File: config.mk
export PLATFORM = sky130hd
export DESIGN_NAME = wp_safe_ctrl
export DESIGN_NICKNAME = d
export VERILOG_FILES = /design/src/rtl/wp_safe_pkg.sv /design/src/rtl/wps_rst_sync.sv /design/src/rtl/wps_sequencer.sv /design/src/rtl/wps_write_gate.sv /design/src/rtl/wps_indicators.sv /design/src/rtl/wp_safe_ctrl.sv
export SDC_FILE = /design/constraint.sdc
export NUM_CORES = 1
export LEC_CHECK = 0
export CAP_MARGIN = 25
export CORE_AREA = 2 2 39 41
export CTS_CLUSTER_SIZE = 30
export DETAILED_ROUTE_END_ITERATION = 10
export DIE_AREA = 0 0 41 43
export GPL_TIMING_DRIVEN = 0
export PLACE_DENSITY = 0.55
export SLEW_MARGIN = 30
export SYNTH_ARGS = -nofsm -noshare
export SYNTH_HDL_FRONTEND = slang
export SYNTH_SLANG_ARGS = --single-unit
File: constraint.sdc
create_clock -name clk -period 1.6 [get_ports clk]
set_input_delay 0.48 -clock clk [delete_from_list [all_inputs] [get_ports clk]]
set_output_delay 0.48 -clock clk [all_outputs]
set_load 0.02 [all_outputs]
File: src/rtl/wp_safe_pkg.sv
package wp_safe_pkg;

  typedef enum logic [1:0] {
    WPS_OPEN    = 2'd0,
    WPS_ARMING  = 2'd1,
    WPS_ON      = 2'd2,
    WPS_DISARM  = 2'd3
  } wps_state_e;

  localparam int unsigned IND_ACT = 0;
  localparam int unsigned IND_RDY = 1;
  localparam int unsigned IND_NUM = 2;

  function automatic logic wps_protected(input wps_state_e s);
    return (s == WPS_ON) || (s == WPS_DISARM);
  endfunction

endpackage

File: src/rtl/wps_rst_sync.sv
module wps_rst_sync #(
  parameter int unsigned STAGES = 2
) (
  input  logic clk,
  input  logic arst_n,
  output logic srst_n
);
  localparam int unsigned W = (STAGES < 1) ? 1 : STAGES;

  logic [W-1:0] chain_q;
  logic [W-1:0] chain_d;

  generate
    if (W == 1) begin : g_one
      assign chain_d = 1'b1;
    end else begin : g_many
      assign chain_d = {chain_q[W-2:0], 1'b1};
    end
  endgenerate

  always_ff @(posedge clk or negedge arst_n) begin
    if (!arst_n) chain_q <= '0;
    else         chain_q <= chain_d;
  end

  assign srst_n = chain_q[W-1];
endmodule

File: src/rtl/wps_sequencer.sv
module wps_sequencer
  import wp_safe_pkg::*;
(
  input  logic       clk,
  input  logic       rst_n,
  input  logic       req,
  input  logic       busy,
  output logic       prot,
  output wps_state_e state
);
  wps_state_e st_q;
  wps_state_e st_d;

  always_comb begin
    st_d = st_q;
    unique case (st_q)
      WPS_OPEN: begin
        if (req) st_d = busy ? WPS_ARMING : WPS_ON;
      end
      WPS_ARMING: begin
        if (!req)      st_d = WPS_OPEN;
        else if (!busy) st_d = WPS_ON;
      end
      WPS_ON: begin
        if (!req) st_d = busy ? WPS_DISARM : WPS_OPEN;
      end
      WPS_DISARM: begin
        if (req)        st_d = WPS_ON;
        else if (!busy) st_d = WPS_OPEN;
      end
      default: st_d = WPS_OPEN;
    endcase
  end

  always_ff @(posedge clk or negedge rst_n) begin
    if (!rst_n) st_q <= WPS_OPEN;
    else        st_q <= st_d;
  end

  assign prot  = wps_protected(st_q);
  assign state = st_q;
endmodule

File: src/rtl/wps_write_gate.sv
module wps_write_gate (
  input  logic clk,
  input  logic rst_n,
  input  logic prot,
  input  logic wr_req,
  output logic block,
  output logic err
);
  logic err_q;
  logic err_d;
  logic err_en;

  always_comb begin
    err_d  = wr_req & prot;
    err_en = err_d | err_q;
  end

  always_ff @(posedge clk or negedge rst_n) begin
    if (!rst_n)      err_q <= 1'b0;
    else if (err_en) err_q <= err_d;
  end

  assign block = prot;
  assign err   = err_q;
endmodule

File: src/rtl/wps_indicators.sv
module wps_indicators #(
  parameter int unsigned N = 2
) (
  input  logic         clk,
  input  logic         rst_n,
  input  logic [N-1:0] drive_req,
  output logic [N-1:0] oe,
  output logic [N-1:0] dat
);
  generate
    for (genvar i = 0; i < N; i++) begin : g_ind
      logic oe_q;
      logic oe_en;
      assign oe_en = drive_req[i] ^ oe_q;
      always_ff @(posedge clk or negedge rst_n) begin
        if (!rst_n)     oe_q <= 1'b0;
        else if (oe_en) oe_q <= drive_req[i];
      end
      assign oe[i]  = oe_q;
      assign dat[i] = 1'b0;
    end
  endgenerate
endmodule

File: src/rtl/wp_safe_ctrl.sv
module wp_safe_ctrl
  import wp_safe_pkg::*;
#(
  parameter int unsigned RST_STAGES = 2
) (
  input  logic clk,
  input  logic rst_n,
  input  logic wp_sw_n,
  input  logic wp_enable,
  input  logic xfer_busy,
  input  logic ops_pending,
  input  logic init_done,
  input  logic cfgwr_req,
  output logic flash_wp_n,
  output logic host_wp,
  output logic cfgwr_block,
  output logic cfgwr_err,
  output logic act_led_oe,
  output logic act_led_o,
  output logic rdy_led_oe,
  output logic rdy_led_o
);
  logic             srst_n;
  logic             prot_req;
  logic             eng_busy;
  logic             prot;
  wps_state_e       seq_state;
  logic [IND_NUM-1:0] ind_req;
  logic [IND_NUM-1:0] ind_oe;
  logic [IND_NUM-1:0] ind_dat;

  wps_rst_sync #(.STAGES(RST_STAGES)) u_rst (
    .clk    (clk),
    .arst_n (rst_n),
    .srst_n (srst_n)
  );

  assign prot_req = wp_enable & ~wp_sw_n;
  assign eng_busy = xfer_busy | ops_pending;

  wps_sequencer u_seq (
    .clk   (clk),
    .rst_n (srst_n),
    .req   (prot_req),
    .busy  (eng_busy),
    .prot  (prot),
    .state (seq_state)
  );

  wps_write_gate u_gate (
    .clk    (clk),
    .rst_n  (srst_n),
    .prot   (prot),
    .wr_req (cfgwr_req),
    .block  (cfgwr_block),
    .err    (cfgwr_err)
  );

  always_comb begin
    ind_req          = '0;
    ind_req[IND_ACT] = xfer_busy;
    ind_req[IND_RDY] = init_done;
  end

  wps_indicators #(.N(IND_NUM)) u_ind (
    .clk       (clk),
    .rst_n     (srst_n),
    .drive_req (ind_req),
    .oe        (ind_oe),
    .dat       (ind_dat)
  );

  assign flash_wp_n = ~prot;
  assign host_wp    = (seq_state == WPS_ON) || (seq_state == WPS_DISARM);
  assign act_led_oe = ind_oe[IND_ACT];
  assign act_led_o  = ind_dat[IND_ACT];
  assign rdy_led_oe = ind_oe[IND_RDY];
  assign rdy_led_o  = ind_dat[IND_RDY];
endmodule

==> results_dict.tcl <==
set metrics [dict create \
    run_status "complete, no violations" \
    detail_route.wl_per_cell_um 6.510 \
    slowest_library_cell_on_the_worst_path "dfrtp_1" \
    cts.repair.resized 7 \
    netlist_instances 19 \
    setup_viol_count_final 0 \
    dieArea_um2 1763 \
    cts_max_path_buffers 2 \
    detailroute.via_count 151 \
    post-synth-top-area-fraction_pct 67.42 \
    power_w 0.0003746 \
    detailedPlace.worstSlack_ns -0.05806 \
    rows 14 \
    swShare_pct 23.21 \
    clock_tree.htree_level_count 1 \
    worstSetupPathType "reg2out" \
    detail_route.first_pass.iterations 1 \
    route.detailed.drc 0 \
    postSynthRegisterBits 6 \
    vert_die_dim_um 43 \
    antenna_violating_nets_post_route 0 \
    p_int_w 0.0002877 \
    antenna_found_initial 0 \
    die_w_um 41 \
    worst-path-buf-inv 2 \
    grt_start_max_net_pins 5 \
    rsz0062_at_grt "false" \
    ys_seq_area_share_pct 67.42 \
    post_dp_cell_area_um2 366.6 \
    yosys.area_share.adder_pct 0 \
    track_usage_pct 5.247 \
    xor_xnor_share_of_the_synthesized_area_pct 0 \
    cts_root_buffer "clkbuf_4" \
    first_global_vias 158 \
    cp-end-kind "output port" \
    routed_wirelength_um 332 \
    routed_via_density 2.961 \
    combinational_fraction_of_design_power_pct 20.2 \
    io_buffer_count 12 \
    netSwitchingPower_w 0.00008692 \
    final_core_util_pct 27.58 \
    power.sequential.fraction_pct 44.9 \
    max-vdd-ir-drop_v 0.0003023 \
    clock.fmax_mhz 663.2 \
    synth_warn 0 \
    detailed_place_hpwl_um 305.3 \
    cts_tree "done" \
    post_synth.cell_area_avg_um2 11.72 \
    drt_first_iter_violations 0 \
    final.setup.tns_ns 0 \
    crit_path_launch_type "flip-flop" \
    worst_min_delay_path_class "reg2async" \
    post_synth_and_or_nand_nor_area_fraction_pct 7.303 \
    largest_family_of_logic_cells_by_synthesized_area "buffers and inverters" \
    final_hold_vios 0 \
    critPathArrivalTime_ns 1.03 \
    top_level_ports 16 \
    clk_transition_reported_paths_ns 0.04 \
    crit_required_ns 1.12 \
    cts_inserted_buffers 3 \
    pwr-share-clk_pct 35.0 \
    post_synth_instance_area_um2 222.7 \
    synth_cell_types 9 \
    critical_path.max_fanout 4 \
    grt-ovfl-total 0 \
    hold_buffers 0 \
    crit_chain "clkbuf_1 > clkdlybuf4s15_1" \
    power_density_nw_per_um2 981.6 \
    area.growth.synth_to_final_pct 71.35 \
    finalCritPeriodShare_pct 94.24 \
    yosys.area.top_type "dfrtp_1" \
    cts_setup_buffers 0 \
    drv_cap 0 \
    worst_skew_pair.late_latency_ns 0.23 \
    start_util_pct 16.09 \
    skew_final_ns 0.004680 \
    cts_num_sinks 6 \
    synth-compound-area-share_pct 0 \
    leakage_nw 0.1854 \
    layout_cell_share_with_drive_strength_beyond_1_pct 22.86 \
    final_nets 45 \
    floorplan.core_area_um2 1384 \
    layout.cell_area.non_filler_um2 381.6 \
    place.gp.congestion 0.5388 \
    layout_min_cycle_time_ns 1.508 \
    grt_first_pass_wirelength_um 565 \
    antenna_cells 0 \
    final_setup_slack_of_the_worst_path_ns 0.09209 \
    synth.area.top_cells "dfrtp_1, buf_4, clkbuf_1" \
    post_synth_mux_area_share_pct 5.056 \
    crit_family "buffers and inverters" \
    worst_path_largest_cell_delay_ns 0.37 \
    drv_slew 0 \
]
-- final timing paths --
kind	from	end	slack, ns	depth (start not counted)
max	u_seq.state[1]	cfgwr_block	0.09	2
min	u_rst.chain_q[1]	u_ind.g_ind[1].oe_q	0.06	0
max reg2reg	u_seq.state[1]	u_seq.state[1]	0.83	1
min reg2reg	u_rst.chain_q[1]	u_ind.g_ind[1].oe_q	0.06	0
max in group asynchronous	rst_n	u_rst.chain_q[0]	1.08	1
min in group clk	init_done	u_ind.g_ind[1].oe_q	0.34	1
-- cells by family after synthesis --
logic type             after synthesis
multiplexers                         1
buffers and inverters                7
flip-flops                           6
AND/OR/NAND/NOR                      3
other                                2
-- cell type report --
cell class / count / area, um2
fill: 160 / 1002
buffer: 6 / 33.78
timing repair buffer: 12 / 112.6
sequential: 6 / 150.1
multi-input combinational: 7 / 38.79
inverter: 1 / 3.754
clock buffer: 3 / 22.52
tap: 16 / 20.02
-- flip-flops by register name (all words and copies together) (netlist names) --
signal            flops
u_rst.chain_q         2
u_gate.err            1
u_ind.g_ind.oe_q      2
u_seq.state           1
-- stage by stage --
step                std cells  hold WS, ns
global route               51      0.08067
finish                     51      0.05515
CTS                        51      0.06441
detailed placement         48      0.06043
floorplan                  20      0.04029
global placement           48      0.05426
-- layout by cell type (no fill, tap or decap), drive strengths merged --
cell type,netlist,routed
nor2,1,1
nor2b,1,1
clkbuf,3,6
buf,3,4
clkdlybuf4s15,0,1
mux2,1,1
inv,1,1
and2,1,1
conb,2,3
clkdlybuf4s50,0,6
dlygate4sd2,0,4
dfrtp,6,6
-- power groups by stage --
stage | clock, W | combinational, W | sequential (W)
after global placement | 0 | 0.0000842 | 0.000170
after CTS | 0.000137 | 0.0000756 | 0.000169
after floorplan | 0 | 0.0000359 | 0.000175
after detailed placement | 0 | 0.0000848 | 0.000171
final | 0.000131 | 0.0000755 | 0.000168
after global routing | 0.000152 | 0.0000806 | 0.000170
-- synthesized netlist by cell type --
| master | instances |
|---|---|
| mux2_2 | 1 |
| and2_1 | 1 |
| conb_1 | 2 |
| dfrtp_1 | 6 |
| clkbuf_1 | 3 |
| buf_4 | 3 |
| nor2b_1 | 1 |
| nor2_1 | 1 |
| inv_1 | 1 |
-- routing by layer --
metal	global-route usage (%)	vias to the layer above	part of all wire, %
met5	0	-	0
met4	4.000	0	0
met3	4.712	0	9.0
met2	7.187	6	58
met1	4.575	67	33
li1	-	78	-
Note: power is estimated with default switching activity, not from simulation.
